File: src/rtl/hic_pkg.sv
package hic_pkg;

  typedef enum logic [2:0] {
    IT_NONE   = 3'd0,
    IT_TX_EOF = 3'd1,
    IT_STAT   = 3'd2,
    IT_RX_EOF = 3'd3,
    IT_DUMMY  = 3'd4,
    IT_TX_EOC = 3'd5,
    IT_ADCHK  = 3'd6,
    IT_RX_EOC = 3'd7
  } irq_type_e;

  localparam int unsigned CB_GO     = 31;
  localparam int unsigned CB_STOP   = 30;
  localparam int unsigned CB_ACK    = 29;
  localparam int unsigned CB_CH_HI  = 28;
  localparam int unsigned CB_CH_LO  = 21;
  localparam int unsigned CB_RX     = 19;
  localparam int unsigned CB_RST    = 15;
  localparam int unsigned CB_LDTHR  = 13;
  localparam int unsigned CB_REQ    = 12;
  localparam int unsigned CB_OFF    = 11;
  localparam int unsigned CB_ON     = 10;
  localparam int unsigned CNT_FLD_W = 8;

  localparam logic [7:0] TX_THR_DEF = 8'd4;

  typedef struct packed {
    logic                 go;
    logic                 stop;
    logic                 ack;
    logic                 rx_sel;
    logic [7:0]           chan;
    logic                 adrst;
    logic                 ld_thr;
    logic                 req_int;
    logic                 ints_off;
    logic                 ints_on;
    logic [CNT_FLD_W-1:0] count;
  } cmd_t;

endpackage

File: src/rtl/hic_cmd_decode.sv
module hic_cmd_decode
  import hic_pkg::*;
(
  input  logic        we_i,
  input  logic [31:0] wdata_i,
  output cmd_t        cmd_o
);

  logic unused_bits;
  assign unused_bits = ^{wdata_i[20], wdata_i[18:16], wdata_i[14], wdata_i[9:8]};

  always_comb begin
    cmd_o          = '0;
    if (we_i) begin
      cmd_o.go       = wdata_i[CB_GO];
      cmd_o.stop     = wdata_i[CB_STOP];
      cmd_o.ack      = wdata_i[CB_ACK];
      cmd_o.rx_sel   = wdata_i[CB_RX];
      cmd_o.chan     = wdata_i[CB_CH_HI:CB_CH_LO];
      cmd_o.adrst    = wdata_i[CB_RST];
      cmd_o.ld_thr   = wdata_i[CB_LDTHR];
      cmd_o.req_int  = wdata_i[CB_REQ];
      cmd_o.ints_off = wdata_i[CB_OFF];
      cmd_o.ints_on  = wdata_i[CB_ON];
      cmd_o.count    = wdata_i[CNT_FLD_W-1:0];
    end
  end

endmodule

File: src/rtl/hic_evt_counter.sv
module hic_evt_counter #(
  parameter int unsigned CNT_W = 8,
  parameter int unsigned AMT_W = 8
) (
  input  logic             clk_i,
  input  logic             rst_ni,
  input  logic             clr_i,
  input  logic             inc_i,
  input  logic             dec_i,
  input  logic [AMT_W-1:0] dec_amt_i,
  output logic [CNT_W-1:0] cnt_o
);

  localparam int unsigned SW = ((CNT_W > AMT_W) ? CNT_W : AMT_W) + 1;
  localparam logic [SW-1:0] MAX_S = SW'({CNT_W{1'b1}});

  logic [CNT_W-1:0] cnt_q;
  logic [SW-1:0]    sum, amt, res;

  always_comb begin
    sum = SW'(cnt_q) + SW'(inc_i);
    if (sum > MAX_S) sum = MAX_S;
    amt = SW'(dec_amt_i);
    res = sum;
    if (dec_i) res = (sum >= amt) ? (sum - amt) : '0;
  end

  always_ff @(posedge clk_i or negedge rst_ni) begin
    if (!rst_ni)    cnt_q <= '0;
    else if (clr_i) cnt_q <= '0;
    else            cnt_q <= res[CNT_W-1:0];
  end

  assign cnt_o = cnt_q;

endmodule

File: src/rtl/hic_int_prio.sv
module hic_int_prio
  import hic_pkg::*;
#(
  parameter int unsigned NCH = 2
) (
  input  logic           adchk_i,
  input  logic           stat_i,
  input  logic           dummy_i,
  input  logic [NCH-1:0] tx_eof_i,
  input  logic [NCH-1:0] rx_eof_i,
  input  logic [NCH-1:0] tx_eoc_i,
  input  logic [NCH-1:0] rx_eoc_i,
  output irq_type_e      type_o,
  output logic [7:0]     vec_o
);

  function automatic logic [7:0] lowest(input logic [NCH-1:0] v);
    logic [7:0] r;
    r = '0;
    for (int i = NCH - 1; i >= 0; i--) begin
      if (v[i]) r = 8'(i);
    end
    return r;
  endfunction

  always_comb begin
    type_o = IT_NONE;
    vec_o  = '0;
    if (adchk_i) begin
      type_o = IT_ADCHK;
    end else if (|tx_eof_i) begin
      type_o = IT_TX_EOF;
      vec_o  = lowest(tx_eof_i);
    end else if (stat_i) begin
      type_o = IT_STAT;
    end else if (|rx_eof_i) begin
      type_o = IT_RX_EOF;
      vec_o  = lowest(rx_eof_i);
    end else if (dummy_i) begin
      type_o = IT_DUMMY;
    end else if (|tx_eoc_i) begin
      type_o = IT_TX_EOC;
      vec_o  = lowest(tx_eoc_i);
    end else if (|rx_eoc_i) begin
      type_o = IT_RX_EOC;
      vec_o  = lowest(rx_eoc_i);
    end
  end

endmodule

File: src/rtl/hostint_ctrl.sv
module hostint_ctrl
  import hic_pkg::*;
#(
  parameter int unsigned NCH   = 2,
  parameter int unsigned CNT_W = 8
) (
  input  logic           clk_i,
  input  logic           rst_ni,
  input  logic           cmd_we_i,
  input  logic [31:0]    cmd_wdata_i,
  input  logic [NCH-1:0] tx_eof_i,
  input  logic [NCH-1:0] rx_eof_i,
  input  logic [NCH-1:0] tx_eoc_i,
  input  logic [NCH-1:0] rx_eoc_i,
  input  logic           stat_ovf_i,
  input  logic           adapter_chk_i,
  output logic [15:0]    host_int_o,
  output logic           irq_o,
  output logic [NCH-1:0] tx_run_o,
  output logic [NCH-1:0] rx_run_o
);

  localparam int unsigned CMPW = (CNT_W > 8) ? CNT_W : 8;

  cmd_t       cmd;
  irq_type_e  cur_type;
  logic [7:0] cur_vec;
  logic       ack_here;

  logic [CNT_W-1:0] tx_cnt [NCH];
  logic [CNT_W-1:0] rx_cnt [NCH];
  logic [NCH-1:0]   tx_ok, rx_nz, tx_dec, rx_dec, ch_hit;
  logic [NCH-1:0]   tx_eoc_q, rx_eoc_q, tx_run_q, rx_run_q;
  logic             adchk_q, stat_q, dummy_q, int_en_q;
  logic [7:0]       thr_q, eff_thr;

  hic_cmd_decode u_dec (
    .we_i    (cmd_we_i),
    .wdata_i (cmd_wdata_i),
    .cmd_o   (cmd)
  );

  assign ack_here = cmd.ack & ~cmd.adrst;
  assign eff_thr  = (thr_q == 8'd0) ? 8'd1 : thr_q;

  for (genvar g = 0; g < NCH; g++) begin : g_ch
    assign ch_hit[g] = (cmd.chan == 8'(g));
    assign tx_dec[g] = ack_here && (cur_type == IT_TX_EOF) && (cur_vec == 8'(g));
    assign rx_dec[g] = ack_here && (cur_type == IT_RX_EOF) && (cur_vec == 8'(g));
    assign tx_ok[g]  = CMPW'(tx_cnt[g]) >= CMPW'(eff_thr);
    assign rx_nz[g]  = |rx_cnt[g];

    hic_evt_counter #(.CNT_W(CNT_W), .AMT_W(CNT_FLD_W)) u_tx_cnt (
      .clk_i     (clk_i),
      .rst_ni    (rst_ni),
      .clr_i     (cmd.adrst),
      .inc_i     (tx_eof_i[g]),
      .dec_i     (tx_dec[g]),
      .dec_amt_i (cmd.count),
      .cnt_o     (tx_cnt[g])
    );

    hic_evt_counter #(.CNT_W(CNT_W), .AMT_W(CNT_FLD_W)) u_rx_cnt (
      .clk_i     (clk_i),
      .rst_ni    (rst_ni),
      .clr_i     (cmd.adrst),
      .inc_i     (rx_eof_i[g]),
      .dec_i     (rx_dec[g]),
      .dec_amt_i (cmd.count),
      .cnt_o     (rx_cnt[g])
    );
  end

  hic_int_prio #(.NCH(NCH)) u_prio (
    .adchk_i  (adchk_q),
    .stat_i   (stat_q),
    .dummy_i  (dummy_q),
    .tx_eof_i (tx_ok),
    .rx_eof_i (rx_nz),
    .tx_eoc_i (tx_eoc_q),
    .rx_eoc_i (rx_eoc_q),
    .type_o   (cur_type),
    .vec_o    (cur_vec)
  );

  // single-bit event flags and global state
  always_ff @(posedge clk_i or negedge rst_ni) begin
    if (!rst_ni) begin
      adchk_q  <= 1'b0;
      stat_q   <= 1'b0;
      dummy_q  <= 1'b0;
      int_en_q <= 1'b0;
      thr_q    <= TX_THR_DEF;
    end else if (cmd.adrst) begin
      adchk_q  <= 1'b0;
      stat_q   <= 1'b0;
      dummy_q  <= 1'b0;
      int_en_q <= 1'b0;
      thr_q    <= TX_THR_DEF;
    end else begin
      adchk_q <= adchk_q | adapter_chk_i;
      stat_q  <= stat_ovf_i | (stat_q & ~(ack_here && cur_type == IT_STAT));
      dummy_q <= cmd.req_int | (dummy_q & ~(ack_here && cur_type == IT_DUMMY));
      if (cmd.ints_off)     int_en_q <= 1'b0;
      else if (cmd.ints_on) int_en_q <= 1'b1;
      if (cmd.ld_thr) thr_q <= cmd.count;
    end
  end

  // per-channel end-of-list flags and run state
  always_ff @(posedge clk_i or negedge rst_ni) begin
    if (!rst_ni) begin
      tx_eoc_q <= '0;
      rx_eoc_q <= '0;
      tx_run_q <= '0;
      rx_run_q <= '0;
    end else if (cmd.adrst) begin
      tx_eoc_q <= '0;
      rx_eoc_q <= '0;
      tx_run_q <= '0;
      rx_run_q <= '0;
    end else begin
      for (int i = 0; i < NCH; i++) begin
        tx_eoc_q[i] <= tx_eoc_i[i] |
                       (tx_eoc_q[i] & ~(ack_here && cur_type == IT_TX_EOC && cur_vec == 8'(i)));
        rx_eoc_q[i] <= rx_eoc_i[i] |
                       (rx_eoc_q[i] & ~(ack_here && cur_type == IT_RX_EOC && cur_vec == 8'(i)));
        if (cmd.go && !cmd.rx_sel && ch_hit[i])                        tx_run_q[i] <= 1'b1;
        else if ((cmd.stop && !cmd.rx_sel && ch_hit[i]) || tx_eoc_i[i]) tx_run_q[i] <= 1'b0;
        if (cmd.go && cmd.rx_sel && ch_hit[i])                         rx_run_q[i] <= 1'b1;
        else if ((cmd.stop && cmd.rx_sel && ch_hit[i]) || rx_eoc_i[i])  rx_run_q[i] <= 1'b0;
      end
    end
  end

  assign host_int_o = {3'b000, cur_vec, cur_type, 2'b00};
  assign irq_o      = int_en_q && (cur_type != IT_NONE);
  assign tx_run_o   = tx_run_q;
  assign rx_run_o   = rx_run_q;

endmodule

File: config.mk
export PLATFORM = sky130hd
export DESIGN_NAME = hostint_ctrl
export DESIGN_NICKNAME = d
export VERILOG_FILES = /design/src/rtl/hic_pkg.sv /design/src/rtl/hic_cmd_decode.sv /design/src/rtl/hic_evt_counter.sv /design/src/rtl/hic_int_prio.sv /design/src/rtl/hostint_ctrl.sv
export SDC_FILE = /design/constraint.sdc
export NUM_CORES = 1
export LEC_CHECK = 0
export ABC_CLOCK_PERIOD_IN_PS = 3700
export BUFFER_PORTS_ARGS = -buffer_cell sky130_fd_sc_hd__buf_2
export CORE_ASPECT_RATIO = 1.4
export CORE_MARGIN = 3
export CORE_UTILIZATION = 55
export CTS_BUF_LIST = sky130_fd_sc_hd__clkbuf_8
export DETAILED_ROUTE_END_ITERATION = 7
export HOLD_SLACK_MARGIN = 0.12
export PLACE_DENSITY = 0.77
export SYNTH_ARGS = -nofsm -noshare
export SYNTH_HDL_FRONTEND = slang
export SYNTH_HIERARCHICAL = 1
export SYNTH_SLANG_ARGS = --single-unit
File: constraint.sdc
create_clock -name clk_i -period 3.7 [get_ports clk_i]
set_input_delay 0.185 -clock clk_i [delete_from_list [all_inputs] [get_ports clk_i]]
set_output_delay 0.185 -clock clk_i [all_outputs]
set_load 0.005 [all_outputs]
After elaboration in Yosys (flattened, before gate mapping)
Index checks and enable logic that the tools add are counted.
{"block": "classes", "n_reduce_logical": 48, "order_cmp": 10, "bitwise_logic": 21, "mux": 60, "addsub": 8, "eq_ne": 8}
{"cell": "two-way mux 8 bit", "n": 22}
{"cell": "adder 8 x 1 -> 9 bit", "n": 4}
{"cell": "greater-or-equal comparator 9 x 8 -> 1 bit", "n": 4}
{"cell": "> comparator 9 x 8 -> 1 bit (second input constant)", "n": 4}
{"cell": "two-way mux 9 bit", "n": 4}
{"cell": "subtractor 8 bit", "n": 4}
{"cell": "logical AND 1 bit", "n": 27}
{"cell": "two-way mux 25 bit", "n": 1}
{"cell": "zero test 8 bit", "n": 3}
{"cell": "two-way mux 1 bit", "n": 22}
{"cell": "two-way mux 3 bit", "n": 7}
{"cell": "nonzero test 3 bit", "n": 6}
{"cell": "equality test 8 x 1 -> 1 bit (second input constant)", "n": 2}
{"cell": "greater-or-equal comparator 8 bit", "n": 2}
{"cell": "OR reduction 16 bit", "n": 1}
{"cell": "OR reduction 8 bit", "n": 2}
{"cell": "equality test 3 bit (second input constant)", "n": 3}
{"cell": "two-way mux 2 bit", "n": 4}
{"cell": "bitwise AND 1 bit", "n": 7}
{"cell": "inverter 1 bit", "n": 7}
{"cell": "OR 1 bit", "n": 7}
{"cell": "equality test 3 x 2 -> 1 bit (second input constant)", "n": 2}
{"cell": "OR reduction 2 bit", "n": 3}
{"cell": "logical OR 1 bit", "n": 4}
{"cell": "3 further kinds", "n": 3}
{"block": "totals", "register_bits": 52}

Depth between registers and ports, before layout
{"block": "logic_depth", "ltp_word": 15, "mapped_depth": 15}

Cells and area by module
Netlist, hierarchy kept.
{"module": "hic_evt_counter at g_ch[0].u_rx_cnt ...", "seq_area_each_um2": 200.2, "area_per_inst_um2": 925.9, "instances": 3, "cells_per_inst": 111}
{"module": "hostint_ctrl", "seq_area_each_um2": 501.7, "area_per_inst_um2": 1463.9, "instances": 1, "cells_per_inst": 157}
{"module": "hic_evt_counter at g_ch[1].u_rx_cnt", "seq_area_each_um2": 200.2, "area_per_inst_um2": 869.6, "instances": 1, "cells_per_inst": 106}
{"module": "hic_cmd_decode", "seq_area_each_um2": 0.0, "area_per_inst_um2": 202.7, "instances": 1, "cells_per_inst": 27}
{"module": "hic_int_prio", "seq_area_each_um2": 0.0, "area_per_inst_um2": 167.7, "instances": 1, "cells_per_inst": 26}

Worst setup path after synthesis
OpenSTA, ideal clock, no wires.
{"block": "synth_timing", "path_kind": "register to register", "from": "register thr_q[2]", "to": "register g_ch[1].u_rx_cnt.cnt_q[5]", "n_path_buf": 1, "path_stages_with_launch": 16, "arrival_ns": 3.459, "period_less_slack_ns": 3.559, "path_slack_ns": 0.141, "setup_ns": 0.101, "path_cell_list": "dfstp_2 inv_1 a41o_1 ha_1 nand2b_1 a2111oi_0 o31ai_1 nor2_1 a221oi_1 and3b_1 nand3b_1 nor2_1 inv_1 or3_1 buf_6 o32ai_1"}
{"block": "synth_via", "elab_chain_len": 11}
{"element": "from (decl)", "line_no": "hostint_ctrl.sv:35", "source": "logic [7:0] thr_q, eff_thr;"}
{"element": "from (signal assigned)", "line_no": "hostint_ctrl.sv:106", "source": "if (cmd.ld_thr) thr_q <= cmd.count;"}
{"element": "zero test 8 bit", "line_no": "hostint_ctrl.sv:44", "source": "assign eff_thr = (thr_q == 8'd0) ? 8'd1 : thr_q;"}
{"element": "two-way mux 8 bit (*)", "line_no": "hostint_ctrl.sv:44"}
{"element": "greater-or-equal comparator 8 bit (*)", "line_no": "hostint_ctrl.sv:50", "source": "assign tx_ok[g] = CMPW'(tx_cnt[g]) >= CMPW'(eff_thr);"}
{"element": "via tx_ok[0]", "line_no": "hostint_ctrl.sv:32", "source": "logic [NCH-1:0] tx_ok, rx_nz, tx_dec, rx_dec, ch_hit;"}
{"element": "OR reduction 2 bit (*)", "line_no": "hic_int_prio.sv:31", "source": "end else if (|tx_eof_i) begin"}
{"element": "two-way mux 3 bit (*)", "line_no": "hic_int_prio.sv:31"}
{"element": "two-way mux 3 bit (*)", "line_no": "hic_int_prio.sv:29", "source": "if (adchk_i) begin"}
{"element": "via host_int_o[2]", "line_no": "hostint_ctrl.sv:17", "source": "output logic [15:0] host_int_o,"}
{"element": "equality test 3 x 2 -> 1 bit (*)", "line_no": "hostint_ctrl.sv:49", "source": "assign rx_dec[g] = ack_here && (cur_type == IT_RX_EOF) && (cur_vec == 8'(g));"}
{"element": "logical AND 1 bit (*) (2 in series)", "line_no": "hostint_ctrl.sv:49"}
{"element": "via rx_dec[1]", "line_no": "hostint_ctrl.sv:32"}
{"element": "two-way mux 8 bit (*)", "line_no": "hic_evt_counter.sv:25", "source": "if (dec_i) res = (sum >= amt) ? (sum - amt) : '0;"}
{"element": "two-way mux 8 bit (*)", "line_no": "hic_evt_counter.sv:30", "source": "else if (clr_i) cnt_q <= '0;"}
{"element": "to (signal assigned)", "line_no": "hic_evt_counter.sv:31", "source": "else cnt_q <= res[CNT_W-1:0];"}
{"element": "to (decl)", "line_no": "hic_evt_counter.sv:17", "source": "logic [CNT_W-1:0] cnt_q;"}
The timed path passes the listed nets; every way through them passes the cells marked *.
A chain may end at the register's enable or synchronous reset.

Worst setup path after layout
{"block": "layout_timing", "from": "register thr_q[4]", "to": "register g_ch[0].u_rx_cnt.cnt_q[2]"}
{"block": "layout_via", "elab_chain_len": 11}
{"element": "zero test 8 bit", "line_no": "hostint_ctrl.sv:44"}
{"element": "two-way mux 8 bit (*)", "line_no": "hostint_ctrl.sv:44"}
{"element": "greater-or-equal comparator 8 bit (*)", "line_no": "hostint_ctrl.sv:50"}
{"element": "via tx_ok[0]", "line_no": "hostint_ctrl.sv:32"}
{"element": "OR reduction 2 bit", "line_no": "hic_int_prio.sv:31"}
{"element": "two-way mux 3 bit", "line_no": "hic_int_prio.sv:31"}
{"element": "two-way mux 3 bit", "line_no": "hic_int_prio.sv:29"}
{"element": "equality test 3 x 2 -> 1 bit", "line_no": "hostint_ctrl.sv:49"}
{"element": "logical AND 1 bit", "line_no": "hostint_ctrl.sv:49"}
{"element": "logical AND 1 bit (*)", "line_no": "hostint_ctrl.sv:49"}
{"element": "via rx_dec[0]", "line_no": "hostint_ctrl.sv:32"}
{"element": "two-way mux 8 bit (*)", "line_no": "hic_evt_counter.sv:25"}
{"element": "two-way mux 8 bit (*)", "line_no": "hic_evt_counter.sv:30"}
{"element": "to (signal assigned)", "line_no": "hic_evt_counter.sv:31"}
{"element": "to (decl)", "line_no": "hic_evt_counter.sv:17"}
Marks and branches as above.

==> results_dict.tcl <==
set metrics [dict create \
    setup_viol 0 \
    grt_pass1_vias 5063 \
    nets 813 \
    area_growth_pct 10.8 \
    cp-end-kind "flop" \
    drt-initial-drc-count 276 \
    cp-start-kind "flop" \
    timing.hold.ws_ns 0.134 \
    ir_drop_uv 234 \
    cts_tree "built" \
    pin_count 66 \
    numCtsBuffers 5 \
    die_y_microns 124 \
    powerDensity_nw_per_um2 411 \
    synth_area_per_cell_sq_um 8.45 \
    antenna_found_initial 0 \
    rows 42 \
    cp_data_arrival_time_ns 3.80 \
    maxSlewViolCount 0 \
    status "finished clean" \
    fillCellCount 847 \
    grt_usage_pct 25.4 \
    portBuffers 46 \
    maxCapViolations 0 \
    ff_latch_area_sq_um 1300 \
    min_path_type "input port to flop" \
    cts_max_path_buffers 2 \
    syn_inst 649 \
    p_leak_nw 2.83 \
    route.vias.total 5045 \
    grt_pass1_wl_microns 23100 \
    ys_seq_area_share_pct 23.8 \
    fp.coreArea_sq_um 9560 \
    path_cells "nor4_2 > a41o_1 > ha_1 > nand2b_1 > a2111oi_2 > o31ai_2 > nor4_2 > a221oi_2 > and3b_2 > nand3b_1 > buf_4 > nor2_2 > buf_4 > a211oi_1 > a31oi_1 > nor2_1" \
    async_flop_share_pct 100 \
    synth_top_area_share_pct 23.3 \
    antenna_left 0 \
    cts.sinks 52 \
    yosys-top-cells-area "dfrtp_1 23%, ha_1 13%, nor2_1 4.6%" \
    yosys_warnings 6 \
    tightest_slew_ns 0.662 \
    relSlewSlack_pct 55.8 \
    netlist_area_sq_um 5480 \
    yosys-top-cells-count "67 x nor2_1, 56 x ha_1, 56 x inv_1" \
    synth_cell_types 69 \
    placed_area_sq_um 5860 \
    synth_flop_cell "dfrtp_1" \
    die_area_sq_um 11200 \
    synth_edf_count 0 \
    wl_per_cell_microns 16.5 \
    max_freq_mhz 280 \
    die_w_microns 90.4 \
    num_antenna_cells 0 \
    finalCritPeriodShare_pct 96.4 \
    vias_per_cell 6.00 \
    clk_pin_slew_worst_paths_ns 0.09 \
    rsz0062_at_grt "true" \
    critPathMaxFanout 6 \
    yosysTopAreaCell "dfrtp_1" \
    drive_above_1_share_pct 20.7 \
    root_buffer "clkbuf_8" \
    drc 0 \
    start_util_pct 57.3 \
    finalWorstSetupSlack_ns 0.134 \
    fin_area_sq_um 6070 \
    critPathKind "flop to flop" \
    routed_wirelength_microns 13900 \
    gp_congestion 0.874 \
    period_needed_ns 3.57 \
    crit_slowest_cell "a2111oi_2" \
    dp_slack_ns -0.137 \
    grt-ovfl-total 0 \
    grt_max_degree 53 \
    synth.most_common_cell "nor2_1" \
    ys_ff_latch 52 \
    dpl.hpwl_microns 10800 \
    clk_latency_ns 0.31 \
    htreeDepth 2 \
    max_stage_delay_ns 0.42 \
    finalHoldViolCount 0 \
    multi_input_area_sq_um 3910 \
    crit_required_ns 3.94 \
    skew_ns 0.00538 \
    drt-pass1-iter-count 6 \
]
-- registers in the layout, indices dropped and copies added (netlist names), 2 cells and up --
name                 cells
tx_eoc_q                 2
thr_q                    8
tx_run_o                 2
rx_eoc_q                 2
g_ch.u_tx_cnt/cnt_o     16
g_ch.u_rx_cnt/cnt_o     16
rx_run_o                 2
-- worst max-delay path: cells and delay by family, from the launching register on --
family / cells / cell delay, ns
AO/OA/AOI/OAI: 6 / 1.20
adder cells (fa/ha/maj): 1 / 0.23
buffers and inverters: 2 / 0.30
flip-flops: 1 / 0.41
AND/OR/NAND/NOR: 7 / 1.36
-- logic make-up (layout without fill, tap and decap cells) --
kind of cell / Yosys count / count (layout) / synth area share [%]
simple gates: 254 / 254 / 26.9
compound gates: 175 / 175 / 23.6
buf+inv: 81 / 131 / 6.98
fa+ha+maj: 60 / 60 / 14.2
flops: 52 / 52 / 23.8
mux: 14 / 14 / 2.65
xor+xnor: 11 / 11 / 1.76
other cells: 2 / 12 / 0.137
-- routing by layer --
layer | global-route usage [%] | vias to the layer above | share of wire, %
li1 | - | 2460 | -
met1 | 29.1 | 2393 | 40
met2 | 47.7 | 148 | 52
met3 | 2.78 | 44 | 3.8
met4 | 11.0 | 0 | 3.7
met5 | 0 | - | 0
-- repair_timing --
action,CTS,global route
cloned,0,0
resized for setup,6,13
hold buffers,3,0
pin swaps,1,4
endpoints found under the setup margin,20,26
buffers inserted,1,1
endpoints found under the hold margin,53,0
-- power breakdown --
part           internal (mW)  switching [mW]
sequential             0.634          0.0775
clock                  0.148           0.185
combinational          0.635           0.818
total                   1.42            1.08
-- area by class of cell --
cell class              count  share of cell area, %
clock inverters             2                  0.124
clock buffers               6                   1.36
inverters                  56                   3.46
well taps                 132                   2.72
repair buffers             67                   6.51
multi-input cells         526                   64.4
flip-flops and latches     52                   21.4
-- per-stage QoR --
step	power, mW	std cells	setup TNS (ns)	util [%]
detailed placement	2.08	828	-1.08	61.3
global route	2.70	841	-0.369	63.5
CTS	2.44	840	-0.0000733	62.8
finish	2.50	841	0	63.5
global placement	2.03	828	0	61.3
floorplan	1.76	659	0	-
-- worst paths after layout --
kind | from | cells after the start | to | slack [ns]
min | rx_eoc_i[0] | 2 | rx_eoc_q[0] | 0.13
max reg2reg | thr_q[4] | 16 | g_ch[0].u_rx_cnt/cnt_o[2] | 0.13
max | thr_q[4] | 16 | g_ch[0].u_rx_cnt/cnt_o[2] | 0.13
max in group asynchronous | rst_ni | 3 | g_ch[1].u_tx_cnt/cnt_o[7] | 2.74
min in group asynchronous | rst_ni | 3 | rx_run_o[0] | 0.51
min reg2reg | rx_run_o[1] | 1 | rx_run_o[1] | 0.53
-- placed cells by master (no fill, tap or decap), drive strengths merged, types with 6 or more instances in the layout --
cell type	count
a2111oi	6
a21o	6
a21oi	32
a31oi	22
and2	36
and3	13
buf	64
clkbuf	6
conb	12
dfrtp	51
ha	56
inv	58
mux2i	10
nand2	37
nand2b	14
nand3	22
nand4	6
nor2	71
nor2b	16
nor3	11
nor4	10
o21a	22
o21ai	23
o22ai	6
o2bb2ai	9
o31a	10
xnor2	10
No activity file was read; power rests on OpenSTA's default activity.
